`src/rtl/ecc_cap_pkg.sv`:
```
package ecc_cap_pkg;
  localparam int REG_W  = 32;
  localparam int REG_AW = 4;
  localparam int DATA_W = 64;
  localparam int SYN_W  = 16;
  localparam int THR_W  = 8;
  localparam int INJ_CW = 9;

  localparam logic [REG_AW-1:0] RI_STATUS   = 4'd0;
  localparam logic [REG_AW-1:0] RI_IRQ_EN   = 4'd1;
  localparam logic [REG_AW-1:0] RI_DET_OFF  = 4'd2;
  localparam logic [REG_AW-1:0] RI_THRESH   = 4'd3;
  localparam logic [REG_AW-1:0] RI_CONFIG   = 4'd4;
  localparam logic [REG_AW-1:0] RI_CAP_DHI  = 4'd5;
  localparam logic [REG_AW-1:0] RI_CAP_DLO  = 4'd6;
  localparam logic [REG_AW-1:0] RI_CAP_SYN  = 4'd7;
  localparam logic [REG_AW-1:0] RI_CAP_ALO  = 4'd8;
  localparam logic [REG_AW-1:0] RI_CAP_AHI  = 4'd9;
  localparam logic [REG_AW-1:0] RI_INJ_HI   = 4'd10;
  localparam logic [REG_AW-1:0] RI_INJ_LO   = 4'd11;
  localparam logic [REG_AW-1:0] RI_INJ_CTRL = 4'd12;

  typedef struct packed {
    logic mbe;
    logic sbe;
  } err_pair_t;
endpackage

```
`src/rtl/ecc_sbe_counter.sv`:
```
module ecc_sbe_counter #(
  parameter int THR_W = 8
) (
  input  logic             clk,
  input  logic             rst_n,
  input  logic [THR_W-1:0] thr,
  input  logic             sbe_det,
  output logic [THR_W-1:0] cnt,
  output logic             hit
);
  logic [THR_W:0] cnt_inc;
  logic           active;

  assign cnt_inc = {1'b0, cnt} + 1'b1;
  assign active  = sbe_det && (thr != '0);
  assign hit     = active && (cnt_inc >= {1'b0, thr});

  always_ff @(posedge clk) begin
    if (!rst_n)      cnt <= '0;
    else if (active) cnt <= hit ? '0 : cnt_inc[THR_W-1:0];
  end

  // a threshold hit leaves the count at zero
  a_r5_hit_clears: assert property (@(posedge clk) disable iff (!rst_n)
    hit |=> (cnt == '0));
  // a zero threshold freezes the count
  a_r6_zero_thr_hold: assert property (@(posedge clk) disable iff (!rst_n)
    (thr == '0) |=> $stable(cnt));
endmodule

```
`src/rtl/ecc_capture_bank.sv`:
```
module ecc_capture_bank #(
  parameter int ADDR_W = 40,
  parameter int DATA_W = 64,
  parameter int SYN_W  = 16
) (
  input  logic              clk,
  input  logic              rst_n,
  input  logic              load,
  input  logic              narrow,
  input  logic [ADDR_W-1:0] addr,
  input  logic [DATA_W-1:0] data,
  input  logic [SYN_W-1:0]  syn,
  output logic [ADDR_W-1:0] cap_addr,
  output logic [DATA_W-1:0] cap_data,
  output logic [SYN_W-1:0]  cap_syn
);
  localparam int WIDE_SYN = 8;

  logic [SYN_W-1:0] syn_kept;

  always_comb begin
    syn_kept = syn;
    if (!narrow) syn_kept = {{(SYN_W-WIDE_SYN){1'b0}}, syn[WIDE_SYN-1:0]};
  end

  always_ff @(posedge clk) begin
    if (!rst_n) begin
      cap_addr <= '0;
      cap_data <= '0;
      cap_syn  <= '0;
    end else if (load) begin
      cap_addr <= addr;
      cap_data <= data;
      cap_syn  <= syn_kept;
    end
  end
endmodule

```
`src/rtl/ecc_inject_ctl.sv`:
```
module ecc_inject_ctl #(
  parameter int REG_W  = 32,
  parameter int INJ_CW = 9
) (
  input  logic              clk,
  input  logic              rst_n,
  input  logic              wen_hi,
  input  logic              wen_lo,
  input  logic              wen_ctrl,
  input  logic [REG_W-1:0]  wdata,
  output logic [REG_W-1:0]  mask_hi_q,
  output logic [REG_W-1:0]  mask_lo_q,
  output logic [INJ_CW-1:0] ctrl_q,
  output logic [REG_W-1:0]  inj_hi,
  output logic [REG_W-1:0]  inj_lo,
  output logic [INJ_CW-2:0] inj_chk
);
  logic armed;

  always_ff @(posedge clk) begin
    if (!rst_n) begin
      mask_hi_q <= '0;
      mask_lo_q <= '0;
      ctrl_q    <= '0;
    end else begin
      if (wen_hi)   mask_hi_q <= wdata;
      if (wen_lo)   mask_lo_q <= wdata;
      if (wen_ctrl) ctrl_q    <= wdata[INJ_CW-1:0];
    end
  end

  assign armed   = ctrl_q[INJ_CW-1];
  assign inj_hi  = armed ? mask_hi_q : '0;
  assign inj_lo  = armed ? mask_lo_q : '0;
  assign inj_chk = armed ? ctrl_q[INJ_CW-2:0] : '0;
endmodule

```
`src/rtl/ecc_err_capture.sv`:
```
module ecc_err_capture
  import ecc_cap_pkg::*;
#(
  parameter int ADDR_W = 40
) (
  input  logic              clk,
  input  logic              rst_n,
  input  logic [REG_AW-1:0] reg_addr,
  input  logic              reg_wen,
  input  logic [REG_W-1:0]  reg_wdata,
  output logic [REG_W-1:0]  reg_rdata,
  input  logic              beat_valid,
  input  logic              beat_sbe,
  input  logic              beat_mbe,
  input  logic [ADDR_W-1:0] beat_addr,
  input  logic [DATA_W-1:0] beat_data,
  input  logic [SYN_W-1:0]  beat_syn,
  output logic              irq,
  output logic [REG_W-1:0]  inj_data_hi,
  output logic [REG_W-1:0]  inj_data_lo,
  output logic [7:0]        inj_chk
);
  localparam int ADDR_PAD = 2*REG_W - ADDR_W;
  localparam int THR_LSB  = 16;

  err_pair_t        st_q, irq_en_q, det_off_q, set_now, clr_now;
  logic             narrow_q;
  logic [THR_W-1:0] thr_q, sbe_cnt;
  logic             sbe_det, sbe_hit, cap_load;
  logic [ADDR_W-1:0] cap_addr;
  logic [DATA_W-1:0] cap_data;
  logic [SYN_W-1:0]  cap_syn;
  logic [2*REG_W-1:0] cap_addr_ext;
  logic [REG_W-1:0]  inj_hi_q, inj_lo_q;
  logic [INJ_CW-1:0] inj_ctrl_q;
  logic              wr_status;

  assign wr_status = reg_wen && (reg_addr == RI_STATUS);
  assign sbe_det   = beat_valid && beat_sbe && !det_off_q.sbe;
  assign set_now.sbe = sbe_hit;
  assign set_now.mbe = beat_valid && beat_mbe && !det_off_q.mbe;
  assign clr_now   = wr_status ? err_pair_t'(reg_wdata[1:0]) : '0;
  assign cap_load  = (set_now != '0) && (st_q == '0);

  always_ff @(posedge clk) begin
    if (!rst_n) begin
      st_q      <= '0;
      irq_en_q  <= '0;
      det_off_q <= '0;
      thr_q     <= '0;
      narrow_q  <= 1'b0;
    end else begin
      st_q <= (st_q & ~clr_now) | set_now;
      if (reg_wen) begin
        case (reg_addr)
          RI_IRQ_EN:  irq_en_q  <= err_pair_t'(reg_wdata[1:0]);
          RI_DET_OFF: det_off_q <= err_pair_t'(reg_wdata[1:0]);
          RI_THRESH:  thr_q     <= reg_wdata[THR_LSB +: THR_W];
          RI_CONFIG:  narrow_q  <= reg_wdata[0];
          default: ;
        endcase
      end
    end
  end

  assign irq = |(st_q & irq_en_q);

  ecc_sbe_counter #(.THR_W(THR_W)) u_count (
    .clk(clk), .rst_n(rst_n), .thr(thr_q), .sbe_det(sbe_det),
    .cnt(sbe_cnt), .hit(sbe_hit)
  );

  ecc_capture_bank #(.ADDR_W(ADDR_W), .DATA_W(DATA_W), .SYN_W(SYN_W)) u_cap (
    .clk(clk), .rst_n(rst_n), .load(cap_load), .narrow(narrow_q),
    .addr(beat_addr), .data(beat_data), .syn(beat_syn),
    .cap_addr(cap_addr), .cap_data(cap_data), .cap_syn(cap_syn)
  );

  ecc_inject_ctl #(.REG_W(REG_W), .INJ_CW(INJ_CW)) u_inj (
    .clk(clk), .rst_n(rst_n),
    .wen_hi(reg_wen && reg_addr == RI_INJ_HI),
    .wen_lo(reg_wen && reg_addr == RI_INJ_LO),
    .wen_ctrl(reg_wen && reg_addr == RI_INJ_CTRL),
    .wdata(reg_wdata),
    .mask_hi_q(inj_hi_q), .mask_lo_q(inj_lo_q), .ctrl_q(inj_ctrl_q),
    .inj_hi(inj_data_hi), .inj_lo(inj_data_lo), .inj_chk(inj_chk)
  );

  assign cap_addr_ext = {{ADDR_PAD{1'b0}}, cap_addr};

  always_comb begin
    reg_rdata = '0;
    case (reg_addr)
      RI_STATUS:   reg_rdata[1:0] = st_q;
      RI_IRQ_EN:   reg_rdata[1:0] = irq_en_q;
      RI_DET_OFF:  reg_rdata[1:0] = det_off_q;
      RI_THRESH:   begin
                     reg_rdata[THR_LSB +: THR_W] = thr_q;
                     reg_rdata[THR_W-1:0]        = sbe_cnt;
                   end
      RI_CONFIG:   reg_rdata[0] = narrow_q;
      RI_CAP_DHI:  reg_rdata = cap_data[DATA_W-1:REG_W];
      RI_CAP_DLO:  reg_rdata = cap_data[REG_W-1:0];
      RI_CAP_SYN:  reg_rdata[SYN_W-1:0] = cap_syn;
      RI_CAP_ALO:  reg_rdata = cap_addr_ext[REG_W-1:0];
      RI_CAP_AHI:  reg_rdata = cap_addr_ext[2*REG_W-1:REG_W];
      RI_INJ_HI:   reg_rdata = inj_hi_q;
      RI_INJ_LO:   reg_rdata = inj_lo_q;
      RI_INJ_CTRL: reg_rdata[INJ_CW-1:0] = inj_ctrl_q;
      default:     reg_rdata = '0;
    endcase
  end

  // a correctable flag survives unless a write clears its bit
  a_r1_sticky: assert property (@(posedge clk) disable iff (!rst_n)
    (st_q.sbe && !(wr_status && reg_wdata[0])) |=> st_q.sbe);
  // uncorrectable detection off keeps a clear flag clear
  a_r3_mbe_off: assert property (@(posedge clk) disable iff (!rst_n)
    (det_off_q.mbe && !st_q.mbe) |=> !st_q.mbe);
  // the capture registers hold while any flag is up
  a_r4_capture_hold: assert property (@(posedge clk) disable iff (!rst_n)
    (st_q != '0) |=> ($stable(cap_data) && $stable(cap_addr) && $stable(cap_syn)));
  // the inject outputs stay silent while unarmed
  a_r9_inject_gate: assert property (@(posedge clk) disable iff (!rst_n)
    !inj_ctrl_q[INJ_CW-1] |-> (inj_data_hi == '0 && inj_data_lo == '0 && inj_chk == '0));
endmodule

```
`config.mk`:
```
export PLATFORM = sky130hd
export DESIGN_NAME = ecc_err_capture
export DESIGN_NICKNAME = d
export VERILOG_FILES = /design/src/rtl/ecc_cap_pkg.sv /design/src/rtl/ecc_sbe_counter.sv /design/src/rtl/ecc_capture_bank.sv /design/src/rtl/ecc_inject_ctl.sv /design/src/rtl/ecc_err_capture.sv
export SDC_FILE = /design/constraint.sdc
export NUM_CORES = 1
export LEC_CHECK = 0
export ABC_AREA = 1
export ABC_CLOCK_PERIOD_IN_PS = 3370
export BUFFER_PORTS_ARGS = -buffer_cell sky130_fd_sc_hd__buf_2
export CORE_MARGIN = 3
export CORE_UTILIZATION = 47
export DETAILED_ROUTE_END_ITERATION = 12
export PLACE_DENSITY = 0.78
export SYNTH_ARGS = -nofsm -noshare
export SYNTH_HDL_FRONTEND = slang
export SYNTH_HIERARCHICAL = 1
export SYNTH_SLANG_ARGS = --single-unit
```
`constraint.sdc`:
```
create_clock -name clk -period 3.37 [get_ports clk]
set_clock_uncertainty 0.15 [all_clocks]
set_input_delay 0.674 -clock clk [delete_from_list [all_inputs] [get_ports clk]]
set_output_delay 0.674 -clock clk [all_outputs]
set_load 0.01 [all_outputs]
```
# [After elaboration in Yosys (flattened, before gate mapping)]
# Index checks and enable logic that the tools add are counted.
[totals] reg_bits=216 out_inout_bits=105 wordCells=68 input_bits=162
[classes] n_reduce_logical=22 n_mux=13 bitwise_logic=4 add_sub_neg=1 n_eq_ne=12 n_lt_le_gt_ge=1
[op_table] op="$mux W32" n=2
[op_table] op="$pmux W6 S9" n=1
[op_table] op="$pmux W8 S6" n=1
[op_table] op="$pmux W7 S6" n=1
[op_table] op="$pmux W8 S5" n=1
[op_table] op="$eq A4 B4 Y1 const B" n=5
[op_table] op="$eq A4 B3 Y1 const B" n=4
[op_table] op="$mux W16" n=1
[op_table] op="$mux W8" n=2
[op_table] op="$pmux W1 S13" n=1
[op_table] op="$pmux W1 S12" n=1
[op_table] op="$logic_and A1 B1 Y1" n=11
[op_table] op="$add A8 B1 Y9 const B" n=1
[op_table] op="$ge A9 B8 Y1" n=1
[op_table] op="$eq A4 B2 Y1 const B" n=2
[op_table] op="$reduce_and A2 Y1" n=4
[op_table] op="$reduce_bool A8 Y1" n=1
[op_table] op="$pmux W1 S7" n=1
[op_table] op="$and A2 B2 Y2" n=2
[op_table] op="$eq A4 B1 Y1 const B" n=1
[op_table] op="$logic_not A4 Y1" n=1
[op_table] op="$logic_not A1 Y1" n=2
[op_table] op="$logic_not A2 Y1" n=1
[op_table] op="$mux W2" n=1
[op_table] op="4 further kinds" n=4

# [Depth between registers and ports, before layout]
# Gate-level depths: netlist of run 1.
[logic_depth] ltp_word=6 depth_mapped=22 depth_no_buf=19

# [Hierarchy]
# The synthesis of run 1 kept the hierarchy.
[modules_own_cells] mod="ecc_capture_bank" seq_area_each_um2=2402.3 cells_per_inst=521 area_each_um2=4435.5 instances=1
[modules_own_cells] mod="ecc_inject_ctl" seq_area_each_um2=1461.4 cells_per_inst=573 area_each_um2=3515.9 instances=1
[modules_own_cells] mod="ecc_err_capture" seq_area_each_um2=300.3 cells_per_inst=483 area_each_um2=2381.0 instances=1
[modules_own_cells] mod="ecc_sbe_counter" seq_area_each_um2=160.2 cells_per_inst=100 area_each_um2=700.7 instances=1

# [Least setup slack after synthesis of run 1]
# OpenSTA, ideal clock, no wires.
[synth_timing] path_kind="register -> register" start="register u_count.cnt[0]" end="register u_cap.cap_addr[0]" n_path_buf=3 synth_period_minus_slack_ns=3.077 stages_incl_launch_ff=23 path_slack_ns=0.293 setup_ns=0.116 required_time_ns=3.104 arrival_time_ns=2.811 cell_sequence="dfxtp_1 > ha_1 > nand3_2 > xor2_1 > ha_1 > nand2_1 > nor2_1 > nand2_1 > nand3_1 > nand2_1 > nand2_1 > nand2_1 > nand2_1 > nand2_1 > inv_1 > inv_1 > a211oi_1 > buf_6 > inv_4 > buf_12 > buf_6 > nor2_2 > nor2_1"
[synth_between] elab_chain_cells=5
[synth_lines] element="from (decl)" line="ecc_sbe_counter.sv:8" rtl="output logic [THR_W-1:0] cnt,"
[synth_lines] element="from (signal assigned)" line="ecc_sbe_counter.sv:20" rtl="else if (active) cnt <= hit ? '0 : cnt_inc[THR_W-1:0];"
[synth_lines] element="$add A8 B1 Y9" line="ecc_sbe_counter.sv:14" rtl="assign cnt_inc = {1'b0, cnt} + 1'b1;"
[synth_lines] element="$ge A9 B8 Y1" line="ecc_sbe_counter.sv:16" rtl="assign hit = active && (cnt_inc >= {1'b0, thr});"
[synth_lines] element="$logic_and A1 B1 Y1" line="ecc_sbe_counter.sv:16"
[synth_lines] element="named net sbe_hit" line="ecc_err_capture.sv:29" rtl="logic sbe_det, sbe_hit, cap_load;"
[synth_lines] element="$reduce_bool A2 Y1" line="ecc_err_capture.sv:43" rtl="assign cap_load = (set_now != '0) && (st_q == '0);"
[synth_lines] element="$logic_and A1 B1 Y1" line="ecc_err_capture.sv:43"
[synth_lines] element="named net cap_load" line="ecc_err_capture.sv:29"
[synth_lines] element="to (signal assigned)" line="ecc_capture_bank.sv:32" rtl="cap_addr <= addr;"
[synth_lines] element="to (decl)" line="ecc_capture_bank.sv:13" rtl="output logic [ADDR_W-1:0] cap_addr,"
# The timed path passes the listed nets, and every way through them passes these cells.
# A chain may end at the register's enable or synchronous reset.

# [Final worst setup path of run 1]
[layout_timing] start="register u_count.cnt[1]" end="register u_cap.cap_data[35]"
[layout_between] elab_chain_cells=5
[layout_lines] element="$add A8 B1 Y9" line="ecc_sbe_counter.sv:14"
[layout_lines] element="$ge A9 B8 Y1" line="ecc_sbe_counter.sv:16"
[layout_lines] element="$logic_and A1 B1 Y1" line="ecc_sbe_counter.sv:16"
[layout_lines] element="named net sbe_hit" line="ecc_err_capture.sv:29"
[layout_lines] element="$reduce_bool A2 Y1" line="ecc_err_capture.sv:43"
[layout_lines] element="$logic_and A1 B1 Y1" line="ecc_err_capture.sv:43"
[layout_lines] element="named net cap_load" line="ecc_err_capture.sv:29"
[layout_lines] element="to (signal assigned)" line="ecc_capture_bank.sv:33" rtl="cap_data <= data;"
[layout_lines] element="to (decl)" line="ecc_capture_bank.sv:14" rtl="output logic [DATA_W-1:0] cap_data,"
# The timed path passes the listed nets, and every way through them passes these cells.

==> run metrics, run 1 <==
vias in the first global route 10148; Overflow after GRT 0; Adder-Cell Fraction of Synth Area 1.021%; Slew Viols, Final 0; status complete, no violations; Clk Latency, worst-skew pair 510 ps; Routed wire per std cell 15.40 µm; multiplexer area fraction after synthesis 0.1814%; Worst Setup EP u_cap/cap_data[35]$_SDFFE_PN0P_; Area Overhead vs Synth 20.14%; CTS tree built; CP peak stage delay 360 ps; die height 159.2 µm; hpwl dp 24.69 mm; syn_nets 1848; H-tree lvl count 1; Critical Path Source Type register; Top-Level Pins 267; CP max-delay cell dfxtp_2; FF-to-FF path depth 21; Static Leakage 7.023 nW; FP Rows 55; first drt pass iteration count 8; Die Span X 159.2 µm; setup slack, reg-to-reg 250 ps; Synth Register Bits 216; DRT iter0 DRCs 1143; Data arrival, critical path 3410 ps; Final #Nets 2078; Max Clk Rate 0.3206 GHz; largest family of logic cells by synthesized area simple AND/OR/NAND/NOR gates; commonest non-fill, non-tap cell in the layout nand2_1; cts-stage hold buffer count 0; Ys Warns 6; asr flop ratio synth 0%; Primary FF master, synth dfxtp_1; Req. time, crit path 3660 ps; HP Class input port to register; # placed instances 2192; core region area 22850 µm²; GRT Util Overall 25.79%; RePlAce Congestion 0.9361; Die Area 25350 µm²; max-cap viol count 0; PortBufs 266; Post-synth EDFFs 0; worst rel slew slack 52.08%; Via Count 11178; largest net degree at the start of global routing 76; Post-Syn Area per Cell 6.579 µm²; setup repair after global routing missed its margin no; via density per instance 4.997; Worst-path clk slew 60 ps; Worst R2R End u_cap/cap_data[35]$_SDFFE_PN0P_; Hold Fails Final Rpt 0; Setup Crit Path Kind register to register; setup tns final 0 ps; IR drop worst, VDD 0.4008 mV; Sink Count 216; clock root buffer clkbuf_16; post-route ant nets 0; worst-case clock buffer depth 3; Crit Path Max Fanout 29; final worst path period share 92.55%; post-synthesis compound-gate area fraction 8.086%; worst slew pin tran 718.9 ps; Finished Layout Cells 2237; pwr dens 467.5 nW/µm²; TritonCTS Buffers 24; setup violators final 0; initial antenna violation count 4; most frequent CP cell nand2_1; Worst setup startpoint u_count/cnt[1]$_SDFFE_PN0P_; crit path time final 3119 ps; xor/xnor cell area share of the yosys netlist 0.3856%; CP Cell Sequence ha_2 > nand3_2 > xor2_1 > ha_1 > nand2_1 > nor2_1 > nand2_1 > nand3_1 > nand2_1 > nand2_1 > nand2_2 > nand2_1 > nand2_1 > inv_1 > inv_1 > a211oi_4 > buf_6 > buf_4 > buf_12 > o21ai_0 > nor2_1; ratio of cells with drive above 1 in the final layout 24.01%; Syn Inst Count 1677; R2R Path Start u_count/cnt[1]$_SDFFE_PN0P_; Starting Density 48.29%; post-synthesis sequential area ratio 39.19%; WL final 34.45 mm; post-synth cell types 35; most frequent cells in the layout 520 x nand2_1, 316 x nor2_1, 265 x buf_2; first-pass GRT wire length 53.94 mm; # diodes 0; Worst Setup End Kind register; # DRC 0; post-synthesis simple-gate area fraction 38.92%; Mapped Area 11030 µm²
-- Yosys cell counts (all sizes together), types with 3 or more instances --
cell | count | area [µm²]
clkbuf | 9 | 35.03
inv | 157 | 591.8
nor2 | 418 | 1859
nand2 | 528 | 2019
nand3 | 56 | 290.3
dfxtp | 216 | 4324
o21ai | 127 | 635.6
ha | 9 | 112.6
nand4 | 13 | 81.33
nor3 | 3 | 15.01
a21oi | 44 | 220.2
xor2 | 4 | 42.55
buf | 83 | 720.7
-- timing repair --
item                                   4_1_cts  5_1_grt
resized for setup                            0        5
setup endpoints to repair                    0      118
endpoints found under the hold margin        0        0
buffers inserted                             0        1
-- metrics by stage --
step	setup slack (ps)	cell area [µm²]	power (mW)	util (%)	hold WS, ps
3_5_place_dp	122.0	12380	3.504	54.17	305.8
2_1_floorplan	293.0	11030	3.263	-	285.9
4_1_cts	68.29	13210	6.218	57.80	222.3
6_report	250.9	13260	6.197	58.02	235.6
5_1_grt	33.68	13260	6.447	58.02	227.7
3_3_place_gp	221.8	12380	3.490	54.17	301.5
-- critical path: cells and delay by family, from the launching register on --
family / cells / cell delay (ps)
AO/OA/AOI/OAI: 2 / 310
XOR/XNOR: 1 / 200
adder cells (fa/ha/maj): 2 / 520
buffers and inverters: 5 / 630
flip-flops: 1 / 360
AND/OR/NAND/NOR: 11 / 910
-- state kept, by name, summed over array words and instances (netlist names) --
name / cells
u_cap/cap_addr: 40
thr_q: 8
u_inj/ctrl_q: 9
narrow_q: 1
det_off_q: 2
irq_en_q: 2
u_cap/cap_data: 64
u_cap/cap_syn: 16
u_inj/mask_hi_q: 32
st_q: 2
u_inj/mask_lo_q: 32
u_count/cnt: 8
-- report_power, final --
group / switching [mW] / total (mW) / internal (mW) / leakage [nW]
registers: 0.0884 / 2.80 / 2.71 / 1.76
logic: 0.424 / 0.681 / 0.258 / 4.85
clock network: 1.06 / 2.72 / 1.66 / 0.406
total: 1.58 / 6.20 / 4.62 / 7.02
-- final cells by class --
cell class                 instances  area [µm²]
clock buffer                      35       733.2
timing repair buffer             296        1725
clock inverter                     8       95.09
fill                            2242        9592
tap                              313       391.6
multi-input combinational       1212        5389
inverter                         157       594.3
sequential                       216        4327
-- kinds of logic (layout without fill, tap and decap cells) --
kind of cell             count (synthesis)  count (layout)
AO/OA/AOI/OAI                          175             175
AND/OR/NAND/NOR                       1022            1022
flip-flops                             216             216
buffers and inverters                  249             496
XOR/XNOR                                 4               4
adder cells (fa/ha/maj)                  9               9
multiplexers                             2               2
-- how the worst min path moves through the flow --
stage | from | to | slack (ps) | cells after the start
final | beat_data[44] | u_cap/cap_data[44]$_SDFFE_PN0P_ | 240 | 3
after floorplan | narrow_q$_SDFFE_PN0P_ | narrow_q$_SDFFE_PN0P_ | 290 | 2
after global placement | det_off_q[0]$_SDFFE_PN0P_ | det_off_q[0]$_SDFFE_PN0P_ | 300 | 2
after global routing | beat_data[16] | u_cap/cap_data[16]$_SDFFE_PN0P_ | 230 | 3
after detailed placement | u_cap/cap_syn[8]$_SDFFE_PN0P_ | u_cap/cap_syn[8]$_SDFFE_PN0P_ | 310 | 2
after CTS | beat_data[16] | u_cap/cap_data[16]$_SDFFE_PN0P_ | 220 | 3
-- layer usage --
layer  share of wire, %  up-vias  GRT usage (%)
met2                 43      544          38.66
met4                2.5        8          6.964
met5               0.14        -              0
li1                   -     5568              -
met1                 44     4997          37.25
met3                 10       61          6.061
(Power assumes the default switching activity.)
==> run 2, diff against run 1 <==
- ABC_CLOCK_PERIOD_IN_PS: 3370 -> 2510
- PLACE_DENSITY: 0.78 -> 0.8
- clock period: 3.37 -> 2.51 ns (I/O delays scaled with it)
==> run 2 against run 1 <==
  * The run now ends with setup timing left
  * Via count is 5.9% higher
  * Critical path depth unchanged
  * Power is 36% higher
  * Cell count grew 3.1%
==> run metrics, run 2 (synthesis gave the netlist of run 1 again) <==
status finished, violations left (was complete, no violations); failing checks setup timing; Die Span X 159.2 µm (unchanged); sw frac 27.49% (was 25.42%); Power Internal 6.123 mW (was 4.621 mW); worst-case clock buffer depth 3 (unchanged); Layout Utilization 63.86% (was 58.02%); final setup margin -542.2 ps (was 250.9 ps); Top-Level Pins 267 (unchanged); sequential power share 44.7% (was 45.1%); hpwl dp 25.68 mm (was 24.69 mm); PortBufs 266 (unchanged); Starting Density 48.29% (unchanged); core region area 22850 µm² (unchanged); Area Overhead vs Synth 32.24% (was 20.14%); Fin Hold WS 22.67 ps (was 235.6 ps); clock group share of total power 39.8% (was 43.9%); Clk Latency, worst-skew pair 540 ps (was 510 ps); Reg area 4333 µm² (was 4327 µm²); GRT Util Overall 27.21% (was 25.79%); Max Clk Rate 0.3276 GHz (was 0.3206 GHz); TritonCTS Buffers 24 (unchanged); worst slew pin tran 469.9 ps (was 718.9 ps); HP Class input port to register (unchanged); fillcell total 2006 (was 2242); crit path time final 3052 ps (was 3119 ps); # placed instances 2229 (was 2192); Hold Fails Final Rpt 0 (unchanged); final worst path period share 121.6% (was 92.55%); pwr dens 578.8 nW/µm² (was 467.5 nW/µm²); CTS tree built (unchanged); register with the most flip-flops u_cap/cap_data (unchanged); worst rel slew slack 68.67% (was 52.08%); Worst-path clk slew 60 ps (about the same); area of the multi-input gates 5803 µm² (was 5389 µm²); Final #Nets 2147 (was 2078); Largest register FFs 64 (unchanged); post-route ant nets 0 (unchanged); IR drop worst, VDD 0.4807 mV (was 0.4008 mV); WL final 38.28 mm (was 34.45 mm); Req. time, crit path 2830 ps (was 3660 ps); setup violators final 120 (was 0); FP Rows 55 (unchanged); cts-stage hold buffer count 0 (unchanged); combinational share of power 15.5% (was 11.0%); vias in the first global route 10993 (was 10148); Via Count 11840 (was 11178); first-pass GRT wire length 56.60 mm (was 53.94 mm); sw power 2.322 mW (was 1.575 mW); Static Leakage 7.486 nW (was 7.023 nW); Routed wire per std cell 16.59 µm (was 15.40 µm); initial antenna violation count 2 (was 4); Slew Viols, Final 0 (unchanged); Data arrival, critical path 3370 ps (was 3410 ps); first drt pass iteration count 5 (was 8); Overflow after GRT 0 (unchanged); # DRC 0 (unchanged); RePlAce Congestion 0.9206 (was 0.9361); commonest non-fill, non-tap cell in the layout nand2_1 (unchanged); Sink Count 216 (unchanged); setup repair after global routing missed its margin yes (was no); via density per instance 5.132 (was 4.997); die height 159.2 µm (unchanged); max-cap viol count 0 (unchanged); most frequent cells in the layout 519 x nand2_1, 302 x nor2_1, 265 x buf_2 (was 520 x nand2_1, 316 x nor2_1, 265 x buf_2); Pwr Total 8.445 mW (was 6.197 mW); Finished Layout Cells 2307 (was 2237); Die Area 25350 µm² (unchanged); Crit Path Max Fanout 9 (was 29); DRT iter0 DRCs 836 (was 1143); ratio of cells with drive above 1 in the final layout 30.89% (was 24.01%); largest net degree at the start of global routing 62 (was 76); H-tree lvl count 1 (unchanged); top flop regs u_cap/cap_data (64), u_cap/cap_addr (40) (unchanged); Worst Setup End Kind register (unchanged); clock root buffer clkbuf_16 (unchanged); # diodes 0 (unchanged); Critical Path Source Type register (unchanged); Setup Crit Path Kind register to register (unchanged)
-- run 2: final timing paths --
path                                               startpoint  depth (start not counted)                               to  slack [ps]
worst max-delay path              u_count/cnt[0]$_SDFFE_PN0P_                         21  u_cap/cap_data[44]$_SDFFE_PN0P_        -540
worst min register to register  u_cap/cap_syn[8]$_SDFFE_PN0P_                          2    u_cap/cap_syn[8]$_SDFFE_PN0P_         320
worst min-delay path                             beat_data[5]                          3   u_cap/cap_data[5]$_SDFFE_PN0P_          20
worst max register to register    u_count/cnt[0]$_SDFFE_PN0P_                         21  u_cap/cap_data[44]$_SDFFE_PN0P_        -540
-- run 2: critical path, cell delays in order (launching register included) --
cell       delay, ps
dfxtp_4          360
ha_4             150
nand3_4          110
buf_6            150
nor2_4           130
xor2_2            90
ha_1             300
nand2_1           50
inv_1             50
nand2_1           40
nand2_1           70
nand2_2           60
nand2_1           50
nand2_1           60
inv_1             70
inv_2             50
a211oi_4         260
buf_12           180
buf_4            170
clkbuf_16        160
o21ai_0          130
nor2_1           140
-- run 2: layer usage --
metal	vias up	routed length, µm	global-route usage [%]	share of wire (%)
met5	-	17	0	0.044
met4	4	2150	12.53	5.6
met3	138	3253	5.203	8.5
met2	600	17990	46.14	47
met1	5378	14860	33.51	39
li1	5720	-	-	-
-- run 2: power groups by stage --
stage	logic (mW)	clock network, mW	registers [mW]
6_report	1.31	3.36	3.78
5_1_grt	1.41	3.54	3.80
4_1_cts	1.08	3.37	3.75
3_5_place_dp	0.943	0	3.82
3_3_place_gp	0.924	0	3.81
2_1_floorplan	0.612	0	3.78
-- run 2: stage by stage --
stage	setup slack [ps]	setup TNS, ps	area (µm²)
2_1_floorplan	-270.5	-30110	11100
3_3_place_gp	-368.4	-38840	12790
5_1_grt	-753.1	-73390	14590
6_report	-542.2	-52660	14590
3_5_place_dp	-486.3	-47720	12790
4_1_cts	-442.0	-46050	13900
-- run 2: repair_timing --
action,4_1_cts,5_1_grt
setup buffers,12,4
gates resized for setup,22,169
setup endpoints to repair,120,120
pin swaps,1,127
endpoints found under the hold margin,0,0
cloned,6,13
-- run 2: cell type report --
cell class | count | share of cell area, %
repair buffers | 365 | 18.63
flip-flops and latches | 216 | 29.70
clock buffers | 38 | 4.751
clock inverters | 6 | 0.3087
inverters | 157 | 4.151
well taps | 313 | 2.684
multi-input cells | 1212 | 39.77
